$ cat config.mk
export PLATFORM = sky130hd
export DESIGN_NAME = sdram_init_seq
export DESIGN_NICKNAME = d
export VERILOG_FILES = /design/src/rtl/sdinit_pkg.sv /design/src/rtl/sdinit_delay.sv /design/src/rtl/sdinit_refresh_timer.sv /design/src/rtl/sdinit_geom.sv /design/src/rtl/sdram_init_seq.sv
export SDC_FILE = /design/constraint.sdc
export NUM_CORES = 1
export LEC_CHECK = 0
export BUFFER_PORTS_ARGS = -buffer_cell sky130_fd_sc_hd__buf_2
export CORE_MARGIN = 5
export CORE_UTILIZATION = 55
export CTS_CLUSTER_DIAMETER = 200
export DETAILED_ROUTE_END_ITERATION = 6
export PLACE_DENSITY_LB_ADDON = 0.05
export SYNTH_ARGS = -nofsm -noshare
export SYNTH_HDL_FRONTEND = slang
export SYNTH_SLANG_ARGS = --single-unit
$ cat constraint.sdc
create_clock -name clk -period 2.7 [get_ports clk]
set_input_delay 0.27 -clock clk [delete_from_list [all_inputs] [get_ports clk]]
set_output_delay 0.27 -clock clk [all_outputs]
set_load 0.05 [all_outputs]
$ cat src/rtl/sdinit_pkg.sv
package sdinit_pkg;

  // {cs_n, ras_n, cas_n, we_n}
  typedef enum logic [3:0] {
    CMD_DESEL = 4'b1111,
    CMD_PRE   = 4'b0010,
    CMD_REF   = 4'b0001,
    CMD_MRS   = 4'b0000
  } sd_cmd_e;

  typedef enum logic [2:0] {
    S_PAUSE,
    S_W_PRE,
    S_W_REF,
    S_W_MRS,
    S_NORM,
    S_W_RPRE,
    S_W_RREF
  } seq_st_e;

endpackage

$ cat src/rtl/sdinit_delay.sv
module sdinit_delay #(
  parameter int unsigned W       = 4,
  parameter int unsigned RST_VAL = 0
) (
  input  logic         clk,
  input  logic         rst_n,
  input  logic         load,
  input  logic [W-1:0] load_val,
  output logic         zero
);
  logic [W-1:0] cnt;

  always_ff @(posedge clk) begin
    if (!rst_n)          cnt <= W'(RST_VAL);
    else if (load)       cnt <= load_val;
    else if (cnt != '0)  cnt <= cnt - 1'b1;
  end

  assign zero = (cnt == '0);


  hold_zero_chk: assert property (@(posedge clk) disable iff (!rst_n)
    (zero && !load) |=> zero);


  step_down_chk: assert property (@(posedge clk) disable iff (!rst_n)
    (!load && !zero) |=> (cnt == $past(cnt) - 1'b1));

endmodule

$ cat src/rtl/sdinit_refresh_timer.sv
module sdinit_refresh_timer #(
  parameter int unsigned W = 16
) (
  input  logic         clk,
  input  logic         rst_n,
  input  logic         run,
  input  logic         reload,
  input  logic [W-1:0] period,
  output logic         expired
);
  logic [W-1:0] cnt;

  always_ff @(posedge clk) begin
    if (!rst_n)                 cnt <= '0;
    else if (reload)            cnt <= (period == '0) ? '0 : period - 1'b1;
    else if (run && cnt != '0)  cnt <= cnt - 1'b1;
  end

  assign expired = run && (cnt == '0);


  req_latch_chk: assert property (@(posedge clk) disable iff (!rst_n)
    (expired && !reload) |=> (cnt == '0));

endmodule

$ cat src/rtl/sdinit_geom.sv
module sdinit_geom (
  input  logic [1:0] col_sel,
  input  logic [1:0] row_sel,
  input  logic       bank_sel,
  input  logic       half_bus,
  output logic [5:0] size_log2
);
  always_comb begin
    size_log2 = 6'(col_sel) + 6'd8 + 6'(row_sel) + 6'd11 + 6'(bank_sel) + 6'd1
              + (half_bus ? 6'd1 : 6'd2);
  end
endmodule

$ cat src/rtl/sdram_init_seq.sv
module sdram_init_seq
  import sdinit_pkg::*;
#(
  parameter int unsigned CLK_MHZ  = 200,
  parameter int unsigned PAUSE_US = 200,
  parameter int unsigned TW       = 4,
  parameter int unsigned RPW      = 16,
  parameter int unsigned TMRD     = 3,
  parameter int unsigned NREF     = 8,
  parameter int unsigned AW       = 13,
  parameter int unsigned BAW      = 2
) (
  input  logic           clk,
  input  logic           rst_n,
  input  logic [1:0]     cfg_col_sel,
  input  logic [1:0]     cfg_row_sel,
  input  logic           cfg_bank_sel,
  input  logic           cfg_half_bus,
  input  logic [2:0]     cfg_cas_lat,
  input  logic [TW-1:0]  cfg_t_rp,
  input  logic [TW-1:0]  cfg_t_rc,
  input  logic [RPW-1:0] cfg_ref_period,
  output logic           sd_cs_n,
  output logic           sd_ras_n,
  output logic           sd_cas_n,
  output logic           sd_we_n,
  output logic [BAW-1:0] sd_ba,
  output logic [AW-1:0]  sd_addr,
  output logic           init_done,
  output logic           config_error,
  output logic [5:0]     size_log2
);
  localparam int unsigned PAUSE_CYC = CLK_MHZ * PAUSE_US;
  localparam int unsigned PW        = $clog2(PAUSE_CYC + 1);
  localparam int unsigned RCW       = $clog2(NREF + 1);
  localparam logic [TW-1:0] MRD_GAP = TW'(TMRD - 1);

  function automatic logic [TW-1:0] gap_of(input logic [TW-1:0] t);
    return (t == '0) ? '0 : t - 1'b1;
  endfunction

  seq_st_e        st, nxt_st;
  sd_cmd_e        cmd_q, nxt_cmd;
  logic [AW-1:0]  addr_q, nxt_addr;
  logic [RCW-1:0] ref_cnt;
  logic           done_q, nxt_done, err_q;
  logic           gap_load, gap_zero, pause_zero;
  logic [TW-1:0]  gap_val;
  logic           tmr_reload, tmr_expired;
  logic           ref_first, ref_inc;
  logic           period_ok;

  assign period_ok = (cfg_ref_period != '0);

  sdinit_delay #(.W(PW), .RST_VAL(PAUSE_CYC - 1)) u_pause (
    .clk(clk), .rst_n(rst_n), .load(1'b0), .load_val('0), .zero(pause_zero)
  );

  sdinit_delay #(.W(TW), .RST_VAL(0)) u_gap (
    .clk(clk), .rst_n(rst_n), .load(gap_load), .load_val(gap_val), .zero(gap_zero)
  );

  sdinit_refresh_timer #(.W(RPW)) u_tmr (
    .clk(clk), .rst_n(rst_n), .run(st == S_NORM), .reload(tmr_reload),
    .period(cfg_ref_period), .expired(tmr_expired)
  );

  sdinit_geom u_geom (
    .col_sel(cfg_col_sel), .row_sel(cfg_row_sel), .bank_sel(cfg_bank_sel),
    .half_bus(cfg_half_bus), .size_log2(size_log2)
  );

  always_comb begin
    nxt_st     = st;
    nxt_cmd    = CMD_DESEL;
    nxt_addr   = '0;
    nxt_done   = done_q;
    gap_load   = 1'b0;
    gap_val    = '0;
    tmr_reload = 1'b0;
    ref_first  = 1'b0;
    ref_inc    = 1'b0;
    case (st)
      S_PAUSE: if (pause_zero && period_ok) begin
        nxt_cmd      = CMD_PRE;
        nxt_addr[10] = 1'b1;
        gap_load     = 1'b1;
        gap_val      = gap_of(cfg_t_rp);
        nxt_st       = S_W_PRE;
      end
      S_W_PRE: if (gap_zero) begin
        nxt_cmd   = CMD_REF;
        gap_load  = 1'b1;
        gap_val   = gap_of(cfg_t_rc);
        ref_first = 1'b1;
        nxt_st    = S_W_REF;
      end
      S_W_REF: if (gap_zero) begin
        gap_load = 1'b1;
        if (ref_cnt == RCW'(NREF)) begin
          nxt_cmd       = CMD_MRS;
          nxt_addr[6:4] = cfg_cas_lat;
          gap_val       = MRD_GAP;
          nxt_st        = S_W_MRS;
        end else begin
          nxt_cmd = CMD_REF;
          gap_val = gap_of(cfg_t_rc);
          ref_inc = 1'b1;
        end
      end
      S_W_MRS: if (gap_zero) begin
        nxt_done   = 1'b1;
        tmr_reload = 1'b1;
        nxt_st     = S_NORM;
      end
      S_NORM: if (tmr_expired) begin
        nxt_cmd      = CMD_PRE;
        nxt_addr[10] = 1'b1;
        gap_load     = 1'b1;
        gap_val      = gap_of(cfg_t_rp);
        nxt_st       = S_W_RPRE;
      end
      S_W_RPRE: if (gap_zero) begin
        nxt_cmd  = CMD_REF;
        gap_load = 1'b1;
        gap_val  = gap_of(cfg_t_rc);
        nxt_st   = S_W_RREF;
      end
      S_W_RREF: if (gap_zero) begin
        tmr_reload = 1'b1;
        nxt_st     = S_NORM;
      end
      default: nxt_st = S_PAUSE;
    endcase
  end

  always_ff @(posedge clk) begin
    if (!rst_n) begin
      st      <= S_PAUSE;
      cmd_q   <= CMD_DESEL;
      addr_q  <= '0;
      done_q  <= 1'b0;
      err_q   <= 1'b0;
      ref_cnt <= '0;
    end else begin
      st     <= nxt_st;
      cmd_q  <= nxt_cmd;
      addr_q <= nxt_addr;
      done_q <= nxt_done;
      err_q  <= !done_q && !period_ok;
      if (ref_first)    ref_cnt <= RCW'(1);
      else if (ref_inc) ref_cnt <= ref_cnt + 1'b1;
    end
  end

  assign {sd_cs_n, sd_ras_n, sd_cas_n, sd_we_n} = cmd_q;
  assign sd_addr      = addr_q;
  assign sd_ba        = '0;
  assign init_done    = done_q;
  assign config_error = err_q;


  pre_a10_chk: assert property (@(posedge clk) disable iff (!rst_n)
    (cmd_q == CMD_PRE) |-> sd_addr[10]);


  mrs_once_chk: assert property (@(posedge clk) disable iff (!rst_n)
    (cmd_q == CMD_MRS) |-> !init_done);


  done_sticky_chk: assert property (@(posedge clk) disable iff (!rst_n)
    init_done |=> init_done);


  err_done_chk: assert property (@(posedge clk) disable iff (!rst_n)
    config_error |-> !init_done);

endmodule

==> impl_summary.txt, run 1 <==
----------------------------------------------------
[Detailed routing]
  First drt pass iteration count ... 4
  Via-per-instance ratio ... roughly 5.7
  # DRC ... 0
  Number of vias after detailed routing ... roughly 3100
  Post-Route WL ... about 7600 µm
  Wire length per cell ... between 10 and 15 µm
  Initial drt markers ... roughly 150
  Final ANT Viol Nets ... 0

[Run]
  Max cap viols ... 0

[Final layout]
  Share of layout cells above drive strength 1 ... 0.165
  Nets ... approximately 530
  Layout filler cell count ... around 570
  Layout overhead on the synthesized area ... 10.1%
  Area of the multi-input gates ... about 2200 µm²
  Antenna diode instance count ... 0
  Storage cell area ... around 1000 µm²

[Power]
  Sequential share of power ... 0.417
  Fraction of power consumed by the clock network ... 0.223
  Combinational power share ... 0.360
  Cell internal pwr ... 1.29 mW
  Power Dens Cells ... roughly 540 nW/µm²
  Leak ... 1.58 nW
  NetSw ... ~0.8 mW
  Sw Ratio ... 0.381
  Max IR drop VDD ... slightly below 0.0005 V

[Floorplan]
  Starting density of the core ... 0.558
  Row Count ... 29
  Chip Width ... about 90 µm
  Placeable core region ... 6240 µm²
  Count of pins on the block boundary ... 62
  DIE AREA ... 8020 µm²
  Die extent in y ... roughly 90 µm

[STA]
  Share of the clock period used by the worst path after layout ... 0.874
  Actual transition at the worst max-transition pin ... 0.738 ns
  Final critical-path required period ... around 2.4 ns
  Sum of negative setup slack ... 0 ns
  Unrepaired setup endpoints after global routing ... false
  Endpoints failing hold ... 0
  Fmax ... between 400 and 500 MHz
  Max Clock Skew ... 0.0102 ns
  Max-slew violation count ... 0
  Relative slew margins ... 0.503
  Fin worst setup slack ... about 0.34 ns
  Final count of negative-setup-slack endpoints ... 0

[Setup path]
  Critical Path Slowest Stage Cell ... sky130_fd_sc_hd__or4_4
  Critical Path End Type ... flop
  Cells traversed along the worst timing path ... or4_4 > nor4_4 > a31oi_4 > or2_1 > and2_4 > a32o_1
  Required time at the endpoint of the critical path ... 2.90 ns
  Arrival time worst endpoint ... 2.56 ns
  Maximum fanout encountered on the critical timing path ... 10
  Crit-path max cell delay ... ~0.60 ns
  Crit path max-delay family ... simple AND/OR/NAND/NOR gates
  Number of buffer and inverter stages on the critical path ... 0
  Startpoint type of the worst setup path ... flop
  Critical path type ... reg2reg

[Clocking]
  Clock Pin Slew Worst Setup and Hold Paths ... about 0.1 ns
  H-tree depth reported by CTS ... 2
  Total setup buffers inserted after CTS ... 0
  Number of hold buffers added after cts ... 0
  Clock tree buffer depth ... 2
  Number of buffers created by CTS ... 5
  Number of gates resized after CTS ... 0
  Clock latency at the later pin of the worst-skew pair ... about 0.30 ns
  Clock Root Buffer ... sky130_fd_sc_hd__clkbuf_8
  TritonCTS clock tree ... built
  CTS sink count ... 52

[Synthesis]
  Number of distinct standard cells referenced by the synthesized netlist ... about 70
  Biggest area contributors in the synthesized netlist ... sky130_fd_sc_hd__dfxtp_1 30%, sky130_fd_sc_hd__ha_1 5.0%, sky130_fd_sc_hd__nand2_1 5.0%, sky130_fd_sc_hd__nor2_1 4.1%, sky130_fd_sc_hd__xnor2_1 3.8%
  Share of the yosys chip area belonging to registers ... 0.299
  Cell type with the largest total area after synthesis ... sky130_fd_sc_hd__dfxtp_1
  Yosys warning count ... 0
  Post-synth top area share ... 0.299
  Synthesized-area fraction occupied by ao, oa, aoi and oai cells ... 0.178
  Yosys reg bits ... 52
  Combinational family with the most area after synthesis ... simple AND/OR/NAND/NOR gates
  Asr flop ratio synth ... 0
  Post-synthesis share of cell area spent on full adders, half adders and majority gates ... 0.0676
  Post-synthesis average cell area ... just over 8 µm²
  Most common cell in the netlist ... sky130_fd_sc_hd__dfxtp_1
  Most common flop cell mapped by yosys ... sky130_fd_sc_hd__dfxtp_1
  Area share of and/or/nand/nor cells after synthesis ... 0.284
  Leading cell types by count after synthesis ... 52 x sky130_fd_sc_hd__dfxtp_1, 46 x sky130_fd_sc_hd__nand2_1, 38 x sky130_fd_sc_hd__nor2_1
  Xor/xnor share of the synthesized area ... 0.0755
  Mux contribution to synthesized area ... 0.0176
  Cell Area, Synth ... around 3500 µm²
  Gate count of the mapped netlist ... 431
  Number of enable flip-flop cells after synthesis ... 0

[Global routing]
  Total global routing track utilization ... 0.200
  Global-route wire length before repair ... around 13000 µm
  Initial antenna violation count ... 0
  Vias in the first global route ... slightly below 3000
  Total congestion overflow ... 0
  Maximum number of pins on one net before global-route repair ... 34

[Place]
  Worst-case setup slack after placement ... ~0.37 ns
  Final estimated routing congestion in global placement ... 0.870
  Number of buffers inserted by port buffering ... 48
  Detailed placement HPWL ... a little under 6000 µm

[Outcome]
  Status ... finished clean

[Worst hold path]
  Hold crit path type ... in2reg

----------------------------------------------------
==> layout by cell type, fill, tap and decap left out, types with 9 or more instances in the layout <==
cell type                 Yosys  final
sky130_fd_sc_hd__nor2_1      38     38
sky130_fd_sc_hd__ha_1        14     14
sky130_fd_sc_hd__xnor2_1     15     15
sky130_fd_sc_hd__nor3_1       9      9
sky130_fd_sc_hd__nor2b_1      9      9
sky130_fd_sc_hd__buf_2        0     48
sky130_fd_sc_hd__conb_1       2     13
sky130_fd_sc_hd__inv_1       20     20
sky130_fd_sc_hd__buf_4       14      9
sky130_fd_sc_hd__nand3_1     13     13
sky130_fd_sc_hd__xor2_1      15     15
sky130_fd_sc_hd__nor4_1      12     12
sky130_fd_sc_hd__o21ai_0     16     16
sky130_fd_sc_hd__dfxtp_1     52     52
sky130_fd_sc_hd__a21oi_1     16     16
sky130_fd_sc_hd__nand2_1     46     46
==> path summary, 6_finish.rpt <==
kind / startpoint / to / slack, ns / depth (start not counted)
setup / recovery: u_tmr.cnt[7]$_SDFFE_PN0P_ / u_tmr.cnt[15]$_SDFFE_PN0P_ / 0.34 / 6
hold / removal: cfg_cas_lat[2] / sd_addr[6]$_SDFF_PN0_ / 0.16 / 2
setup reg to reg: u_tmr.cnt[7]$_SDFFE_PN0P_ / u_tmr.cnt[15]$_SDFFE_PN0P_ / 0.34 / 6
hold reg to reg: init_done$_SDFFE_PN0P_ / config_error$_SDFF_PN0_ / 0.48 / 1
==> kinds of logic after synthesis <==
family | count (synthesis)
AND/OR/NAND/NOR | 183
flip-flops | 52
other | 2
XOR/XNOR | 30
multiplexers | 6
AO/OA/AOI/OAI | 88
buffers and inverters | 53
adder cells (fa/ha/maj) | 17
==> layout make-up <==
cell class,instances,area share
Tap cell,77,0.0251
Timing Repair Buffer,57,0.0803
Clock buffer,6,0.0215
Clock inverter,2,0.00392
Multi-Input combinational cell,337,0.578
Sequential cell,52,0.272
Inverter,20,0.0196
==> stage by stage <==
| step | cell area, µm² | total power, mW | std cells | utilization | hold WS, ns |
|---|---|---|---|---|---|
| 3_5_place_dp | 3730 | 1.64 | 543 | 0.598 | 0.467 |
| 6_report | 3830 | 2.09 | 551 | 0.614 | 0.164 |
| 5_1_grt | 3830 | 2.24 | 551 | 0.614 | 0.162 |
| 2_1_floorplan | 3520 | 1.48 | 442 | - | 0.392 |
| 3_3_place_gp | 3730 | 1.63 | 543 | 0.598 | 0.467 |
| 4_1_cts | 3830 | 2.10 | 551 | 0.614 | 0.156 |
==> power groups by stage <==
stage	Clock (mW)	Sequential (mW)	Combinational [mW]
CTS	0.479	0.871	0.754
global placement	0	0.886	0.740
global route	0.508	0.881	0.847
finish	0.465	0.871	0.751
detailed placement	0	0.889	0.752
floorplan	0	0.890	0.589
==> registers in the layout, summed over array words and instances, names as in the netlist <==
signal and count:
u_tmr.cnt 16, ref_cnt 4, st 3, u_pause.cnt 16, u_gap.cnt 4, config_error 1
cmd_q 3, init_done 1, sd_addr 4
==> worst register-to-register path: stages, from the launching register on <==
cell and delay, ns:
sky130_fd_sc_hd__dfxtp_1 0.39, sky130_fd_sc_hd__or4_4 0.60, sky130_fd_sc_hd__nor4_4 0.24, sky130_fd_sc_hd__a31oi_4 0.20
sky130_fd_sc_hd__or2_1 0.39, sky130_fd_sc_hd__and2_4 0.23, sky130_fd_sc_hd__a32o_1 0.21
==> metal layers <==
metal / up-vias / part of all wire / track usage
met3: 9 / 0.043 / 0.0323
met5: - / 0 / 0
met2: 61 / 0.48 / 0.336
li1: 1598 / - / -
met1: 1463 / 0.46 / 0.264
met4: 0 / 0.011 / 0.0568
Note: power is estimated with default switching activity, not from simulation.
==> inputs of run 2 (changes only) <==
- BUFFER_PORTS_ARGS: -buffer_cell sky130_fd_sc_hd__buf_2 -> unset
- DONT_BUFFER_PORTS: unset -> 1
==> run 2 against run 1 <==
  * Count of clock-buffer cells in the layout unchanged
  * Critical path depth unchanged
  * Register-to-register slack is essentially flat
  * Total power is 3.7% lower
  * Die area unchanged
  * Combinational power fell by 10%
  * Design area decreased by 6.5%
  * Flip-flop and latch count is the same
  * Global-route usage fell by 1.2 points
  * Sequential power grew 2.6%
  * Critical endpoint unchanged
==> impl_summary.txt, run 2 (synthesized netlist as in run 1, its figures left out) <==
----------------------------------------------------
[Outcome]
  Status ... finished clean

[Clocking]
  Clock tree buffer depth ... 2 (unchanged)
  Clock latency at the later pin of the worst-skew pair ... 0.30 ns (about the same)
  Number of buffers created by CTS ... 5 (unchanged)
  Number of gates resized after CTS ... 0 (unchanged)
  Total setup buffers inserted after CTS ... 0 (unchanged)
  Clock Pin Slew Worst Setup and Hold Paths ... 0.10 ns (about the same)
  Clock Root Buffer ... sky130_fd_sc_hd__clkbuf_8
  H-tree depth reported by CTS ... 2 (unchanged)
  CTS sink count ... 52 (unchanged)
  Number of hold buffers added after cts ... 0 (unchanged)
  TritonCTS clock tree ... built

[STA]
  Max Clock Skew ... 0.0143 ns (+0.00406 ns)
  Actual transition at the worst max-transition pin ... 0.942 ns (+0.203 ns)
  Endpoints failing hold ... 0 (unchanged)
  Max-slew violation count ... 0 (unchanged)
  Relative slew margins ... 0.371 (-0.132)
  Worst hold slack ... 0.0275 ns (-0.137 ns)
  Share of the clock period used by the worst path after layout ... 0.874 (about the same)
  Unrepaired setup endpoints after global routing ... false
  Final critical-path required period ... 2.36 ns (-0.00108 ns)
  Fin worst setup slack ... 0.341 ns (+0.00108 ns)
  Sum of negative setup slack ... 0 ns (unchanged)
  Fmax ... 424 MHz (about the same)
  Final count of negative-setup-slack endpoints ... 0 (unchanged)

[Global routing]
  Maximum number of pins on one net before global-route repair ... 54 (+59%)
  Total global routing track utilization ... 0.188 (-0.0119)
  Vias in the first global route ... 2700 (-9.2%)
  Global-route wire length before repair ... 12300 µm (-5.5%)
  Total congestion overflow ... 0 (unchanged)
  Initial antenna violation count ... 0 (unchanged)

[Worst hold path]
  Hold crit path type ... in2reg
  Origin of the worst min-delay path ... rst_n
  Worst hold stages ... 1 (-1)
  Worst hold path endpoint ... u_pause.cnt[15]$_SDFFE_PN1P_

[Setup path]
  End of the worst register-to-register path ... u_tmr.cnt[15]$_SDFFE_PN0P_
  Worst-case reg-to-reg path depth ... 6 (unchanged)
  Worst reg2reg path startpoint ... u_tmr.cnt[7]$_SDFFE_PN0P_
  Critical path type ... reg2reg
  Arrival time worst endpoint ... 2.57 ns (about the same)
  Worst reg-to-reg setup slack ... 0.34 ns (about the same)
  Required time at the endpoint of the critical path ... 2.91 ns (about the same)
  Critical Path End Type ... flop
  Maximum fanout encountered on the critical timing path ... 10 (unchanged)
  Critical path launch point ... u_tmr.cnt[7]$_SDFFE_PN0P_
  Startpoint type of the worst setup path ... flop

[Place]
  Final estimated routing congestion in global placement ... 0.893 (+2.6%)
  Area of placed instances ... 3490 µm² (-6.4%)
  Number of buffers inserted by port buffering ... 0 (-100%)
  Worst-case setup slack after placement ... 0.383 ns (+0.0160 ns)
  Detailed placement HPWL ... 5520 µm (-5.3%)

[Floorplan]
  Starting density of the core ... 0.558 (unchanged)
  Placeable core region ... 6240 µm² (unchanged)
  Count of pins on the block boundary ... 62 (unchanged)
  Die extent in y ... 89.6 µm (unchanged)
  DIE AREA ... 8020 µm² (unchanged)
  Row Count ... 29 (unchanged)
  Chip Width ... 89.6 µm (unchanged)

[Power]
  Power Dens Cells ... 561 nW/µm² (+3.0%)
  Post-route total power ... 2.01 mW (-3.7%)
  Leak ... 1.39 nW (-12%)
  Max IR drop VDD ... 0.000515 V (+4.0%)

[Detailed routing]
  First drt pass iteration count ... 4 (unchanged)
  Via-per-instance ratio ... 5.85 (+2.9%)
  Initial drt markers ... 196 (+29%)
  Number of vias after detailed routing ... 2942 (-6.0%)
  # DRC ... 0 (unchanged)
  Final ANT Viol Nets ... 0 (unchanged)
  Post-Route WL ... 7360 µm (-2.5%)
  Wire length per cell ... 14.6 µm (+6.8%)

[Final layout]
  Layout overhead on the synthesized area ... 2.95%
  Most used cells in the layout excluding fill and tap cells ... 52 x sky130_fd_sc_hd__dfxtp_1, 46 x sky130_fd_sc_hd__nand2_1, 38 x sky130_fd_sc_hd__nor2_1
  Most common cell after layout, fill and taps aside ... sky130_fd_sc_hd__dfxtp_1
  Registers with the most flip-flops ... u_pause.cnt x16, u_tmr.cnt x16
  Final non-filler cell area ... 3580 µm² (-6.5%)
  Storage cell area ... 1040 µm² (unchanged)
  Share of layout cells above drive strength 1 ... 0.0681 (-0.0965)
  Layout filler cell count ... 622 (+8.4%)
  Area of the multi-input gates ... 2210 µm² (unchanged)
  Nets ... 477 (-9.1%)
  Antenna diode instance count ... 0 (unchanged)

[Run]
  Max cap viols ... 0 (unchanged)

----------------------------------------------------
==> run 2: worst max path at each step <==
stage | endpoint | cells past startpoint
floorplan | size_log2[2] | 5
global placement | u_tmr.cnt[10]$_SDFFE_PN0P_ | 6
detailed placement | u_tmr.cnt[15]$_SDFFE_PN0P_ | 6
CTS | u_tmr.cnt[15]$_SDFFE_PN0P_ | 6
global route | u_pause.cnt[15]$_SDFFE_PN1P_ | 6
finish | u_tmr.cnt[15]$_SDFFE_PN0P_ | 6
==> run 2: critical path, cell delays in order, from the launching register on <==
cell,delay [ns]
sky130_fd_sc_hd__dfxtp_1,0.39
sky130_fd_sc_hd__or4_4,0.60
sky130_fd_sc_hd__nor4_4,0.23
sky130_fd_sc_hd__a31oi_4,0.20
sky130_fd_sc_hd__or2_1,0.40
sky130_fd_sc_hd__and2_4,0.23
sky130_fd_sc_hd__a32o_1,0.20
==> run 2: area by class of cell <==
cell class / count / area share
inverters: 20 / 0.0209
well taps: 77 / 0.0269
clock inverters: 2 / 0.00454
clock buffers: 6 / 0.0203
multi-input cells: 337 / 0.618
repair buffers: 9 / 0.0189
flip-flops and latches: 52 / 0.291
==> run 2: power by group <==
part / internal [mW] / switching (mW)
combinational: 0.250 / 0.426
clock: 0.185 / 0.254
sequential: 0.816 / 0.0780
==> run 2: per-stage QoR <==
stage           util  cells
3_5_place_dp   0.560    495
3_3_place_gp   0.560    495
4_1_cts        0.574    503
2_1_floorplan      -    442
6_report       0.574    503
5_1_grt        0.574    503
==> run 2: layer usage <==
layer,vias to the layer above,global-route usage,wire length [µm]
met5,-,0,0
li1,1497,-,-
met3,7,0.0341,295
met4,0,0.0406,65
met1,1376,0.254,3530
met2,62,0.313,3470
==> inputs of run 3 (changes only) <==
- ABC_AREA: unset -> 1
==> run 3 against run 2 <==
  * Synthesized cell count up 33%
  * Largest power group is now combinational logic
  * Largest cell class unchanged
  * Combinational power up 58%
  * Core utilization up 0.66 points
  * Register-to-register slack better by 0.33 ns
==> impl_summary.txt, run 3 <==
----------------------------------------------------
[Detailed routing]
  Initial drt markers ... 178 (-9.2%)
  Final ANT Viol Nets ... 0 (unchanged)
  First drt pass iteration count ... 4 (unchanged)
  Number of vias after detailed routing ... 3518 (+20%)
  Wire length per cell ... 13.1 µm (-10%)
  Post-Route WL ... 8750 µm (+19%)
  Via-per-instance ratio ... 5.28 (-9.7%)
  # DRC ... 0 (unchanged)

[Floorplan]
  Die extent in y ... 93.8 µm (+4.8%)
  DIE AREA ... 8800 µm² (+9.8%)
  Starting density of the core ... 0.566 (+0.00801)
  Count of pins on the block boundary ... 62 (unchanged)
  Row Count ... 30 (+3.4%)
  Chip Width ... 93.8 µm (+4.8%)
  Placeable core region ... 6830 µm² (+9.5%)

[Power]
  Sw Ratio ... 0.438 (+0.0605)
  Cell internal pwr ... 1.39 mW (+11%)
  Combinational power share ... 0.432 (+0.096)
  Fraction of power consumed by the clock network ... 0.185 (-0.034)
  Power Dens Cells ... 622 nW/µm² (+11%)
  Post-route total power ... 2.47 mW (+23%)
  Leak ... 1.85 nW (+33%)
  Sequential share of power ... 0.383 (-0.062)
  NetSw ... 1.08 mW (+42%)
  Max IR drop VDD ... 0.000443 V (-14%)

[Setup path]
  Cells traversed along the worst timing path ... fa_1 > ha_1 > fa_1
  Required time at the endpoint of the critical path ... 2.43 ns (-0.48 ns)
  Critical Path End Type ... output pin
  Most numerous cell on the critical path ... sky130_fd_sc_hd__fa_1
  Startpoint type of the worst setup path ... primary input
  Critical path type ... in2out
  Arrival time worst endpoint ... 1.78 ns (-0.79 ns)
  Critical Path Slowest Stage Cell ... sky130_fd_sc_hd__fa_1
  Crit-path max cell delay ... 0.82 ns (+0.22 ns)
  Maximum fanout encountered on the critical timing path ... 2 (-8)

[STA]
  Final count of negative-setup-slack endpoints ... 0 (unchanged)
  Max Clock Skew ... 0.00725 ns (-0.00702 ns)
  Actual transition at the worst max-transition pin ... 0.941 ns (-0.000244 ns)
  Fmax ... 487 MHz (+15%)
  Endpoints failing hold ... 0 (unchanged)
  Share of the clock period used by the worst path after layout ... 0.760 (-0.114)
  Relative slew margins ... 0.372 (about the same)
  Max-slew violation count ... 0 (unchanged)
  Unrepaired setup endpoints after global routing ... false
  Sum of negative setup slack ... 0 ns (unchanged)
  Final critical-path required period ... 2.05 ns (-0.307 ns)

[Place]
  # placed instances ... 658 (+33%)
  Number of buffers inserted by port buffering ... 0 (unchanged)
  Detailed placement HPWL ... 6840 µm (+24%)
  Final estimated routing congestion in global placement ... 0.898 (+0.63%)
  Area of placed instances ... 3880 µm² (+11%)

[Global routing]
  Total congestion overflow ... 0 (unchanged)
  Maximum number of pins on one net before global-route repair ... 35 (-35%)
  Global-route wire length before repair ... 14900 µm (+21%)
  Initial antenna violation count ... 0 (unchanged)
  Total global routing track utilization ... 0.207 (+0.0185)
  Vias in the first global route ... 3290 (+22%)

[Final layout]
  Antenna diode instance count ... 0 (unchanged)
  Registers with the most flip-flops ... u_pause.cnt x16, u_tmr.cnt x16
  Most used cells in the layout excluding fill and tap cells ... 88 x sky130_fd_sc_hd__nand2_1, 77 x sky130_fd_sc_hd__nor2_1, 65 x sky130_fd_sc_hd__inv_1
  Share of layout cells above drive strength 1 ... 0.133 (+0.0653)
  Number of non-filler instances in the completed layout ... 666 (+32%)
  Nets ... 621 (+30%)
  Layout overhead on the synthesized area ... 2.65%
  Most common cell after layout, fill and taps aside ... sky130_fd_sc_hd__nand2_1
  Area of the multi-input gates ... 2390 µm² (+8.0%)
  Storage cell area ... 1040 µm² (unchanged)
  Layout filler cell count ... 702 (+13%)
  Final non-filler cell area ... 3970 µm² (+11%)

[Clocking]
  H-tree depth reported by CTS ... 2 (unchanged)
  Clock tree buffer depth ... 2 (unchanged)
  Number of gates resized after CTS ... 0 (unchanged)
  CTS sink count ... 52 (unchanged)
  Clock Root Buffer ... sky130_fd_sc_hd__clkbuf_8
  Total setup buffers inserted after CTS ... 0 (unchanged)
  TritonCTS clock tree ... built
  Clock latency at the later pin of the worst-skew pair ... 0.31 ns (about the same)
  Number of hold buffers added after cts ... 0 (unchanged)
  Clock Pin Slew Worst Setup and Hold Paths ... 0.09 ns (about the same)
  Number of buffers created by CTS ... 5 (unchanged)

[Outcome]
  Status ... finished clean

[Synthesis]
  Number of enable flip-flop cells after synthesis ... 0 (unchanged)
  Post-synth top area share ... 0.269 (-0.0297)
  Number of distinct standard cells referenced by the synthesized netlist ... 49 (-28%)
  Leading cell types by count after synthesis ... 88 x sky130_fd_sc_hd__nand2_1, 77 x sky130_fd_sc_hd__nor2_1, 65 x sky130_fd_sc_hd__inv_1
  Cell type with the largest total area after synthesis ... sky130_fd_sc_hd__dfxtp_1
  Biggest area contributors in the synthesized netlist ... sky130_fd_sc_hd__dfxtp_1 27%, sky130_fd_sc_hd__nand2_1 8.5%, sky130_fd_sc_hd__nor2_1 7.5%, sky130_fd_sc_hd__inv_1 6.3%, sky130_fd_sc_hd__nand3_1 5.7%
  Yosys reg bits ... 52 (unchanged)
  Yosys warning count ... 0 (unchanged)
  Share of the yosys chip area belonging to registers ... 0.269 (-0.0297)
  Most common flop cell mapped by yosys ... sky130_fd_sc_hd__dfxtp_1
  Post-synthesis average cell area ... 6.76 µm² (-16%)
  Gate count of the mapped netlist ... 572 (+33%)
  Asr flop ratio synth ... 0 (unchanged)
  Most common cell in the netlist ... sky130_fd_sc_hd__nand2_1
  Cell Area, Synth ... 3860 µm² (+11%)

[Run]
  Max cap viols ... 0 (unchanged)

[Worst hold path]
  Hold crit path type ... in2reg

----------------------------------------------------
run 3: kinds of logic after synthesis:
logic type,synth area share
AO/OA/AOI/OAI,0.124
XOR/XNOR,0.0521
adder cells (fa/ha/maj),0.0609
buffers and inverters,0.122
flip-flops,0.269
other,0.00194
AND/OR/NAND/NOR,0.369
run 3: routing by layer:
metal	share of wire	global-route usage
met1	0.48	0.289
met2	0.44	0.325
met3	0.062	0.0369
met4	0.015	0.0590
met5	0	0
run 3: path summary, 6_finish.rpt:
| path | from | end | slack [ns] | cells past startpoint |
|---|---|---|---|---|
| worst max-delay path | cfg_col_sel[0] | size_log2[1] | 0.65 | 3 |
| worst min register to register | ref_cnt[3]$_SDFFE_PP0P_ | ref_cnt[3]$_SDFFE_PP0P_ | 0.47 | 2 |
| worst max register to register | u_gap.cnt[0]$_SDFFE_PN0P_ | u_tmr.cnt[8]$_SDFFE_PN0P_ | 0.67 | 11 |
| worst min-delay path | rst_n | cmd_q[1]$_SDFF_PN1_ | 0.03 | 1 |
run 3: metrics by stage:
stage	utilization	setup slack, ns	hold slack, ns
floorplan	-	0.335	0.382
global placement	0.568	0.670	0.347
detailed placement	0.568	0.640	0.348
CTS	0.581	0.636	0.0140
global route	0.581	0.466	0.0115
finish	0.581	0.649	0.0300
run 3: power groups by stage:
stage | registers [mW] | logic, mW | clock network, mW
final | 0.945 | 1.07 | 0.455
after global routing | 0.957 | 1.22 | 0.500
after CTS | 0.945 | 1.07 | 0.475
after detailed placement | 0.962 | 1.07 | 0
after global placement | 0.962 | 1.03 | 0
after floorplan | 0.939 | 0.938 | 0
run 3: area by class of cell:
type / count / share of cell area
Inverter: 84 / 0.0801
Timing Repair Buffer: 1 / 0.00189
Sequential cell: 52 / 0.262
Clock buffer: 6 / 0.0183
Clock inverter: 2 / 0.00410
Tap cell: 96 / 0.0303
Multi-Input combinational cell: 425 / 0.603
run 3: worst max-delay path, delay by kind of cell:
family | cells | cell delay (ns)
adders and majority gates | 3 | 1.52
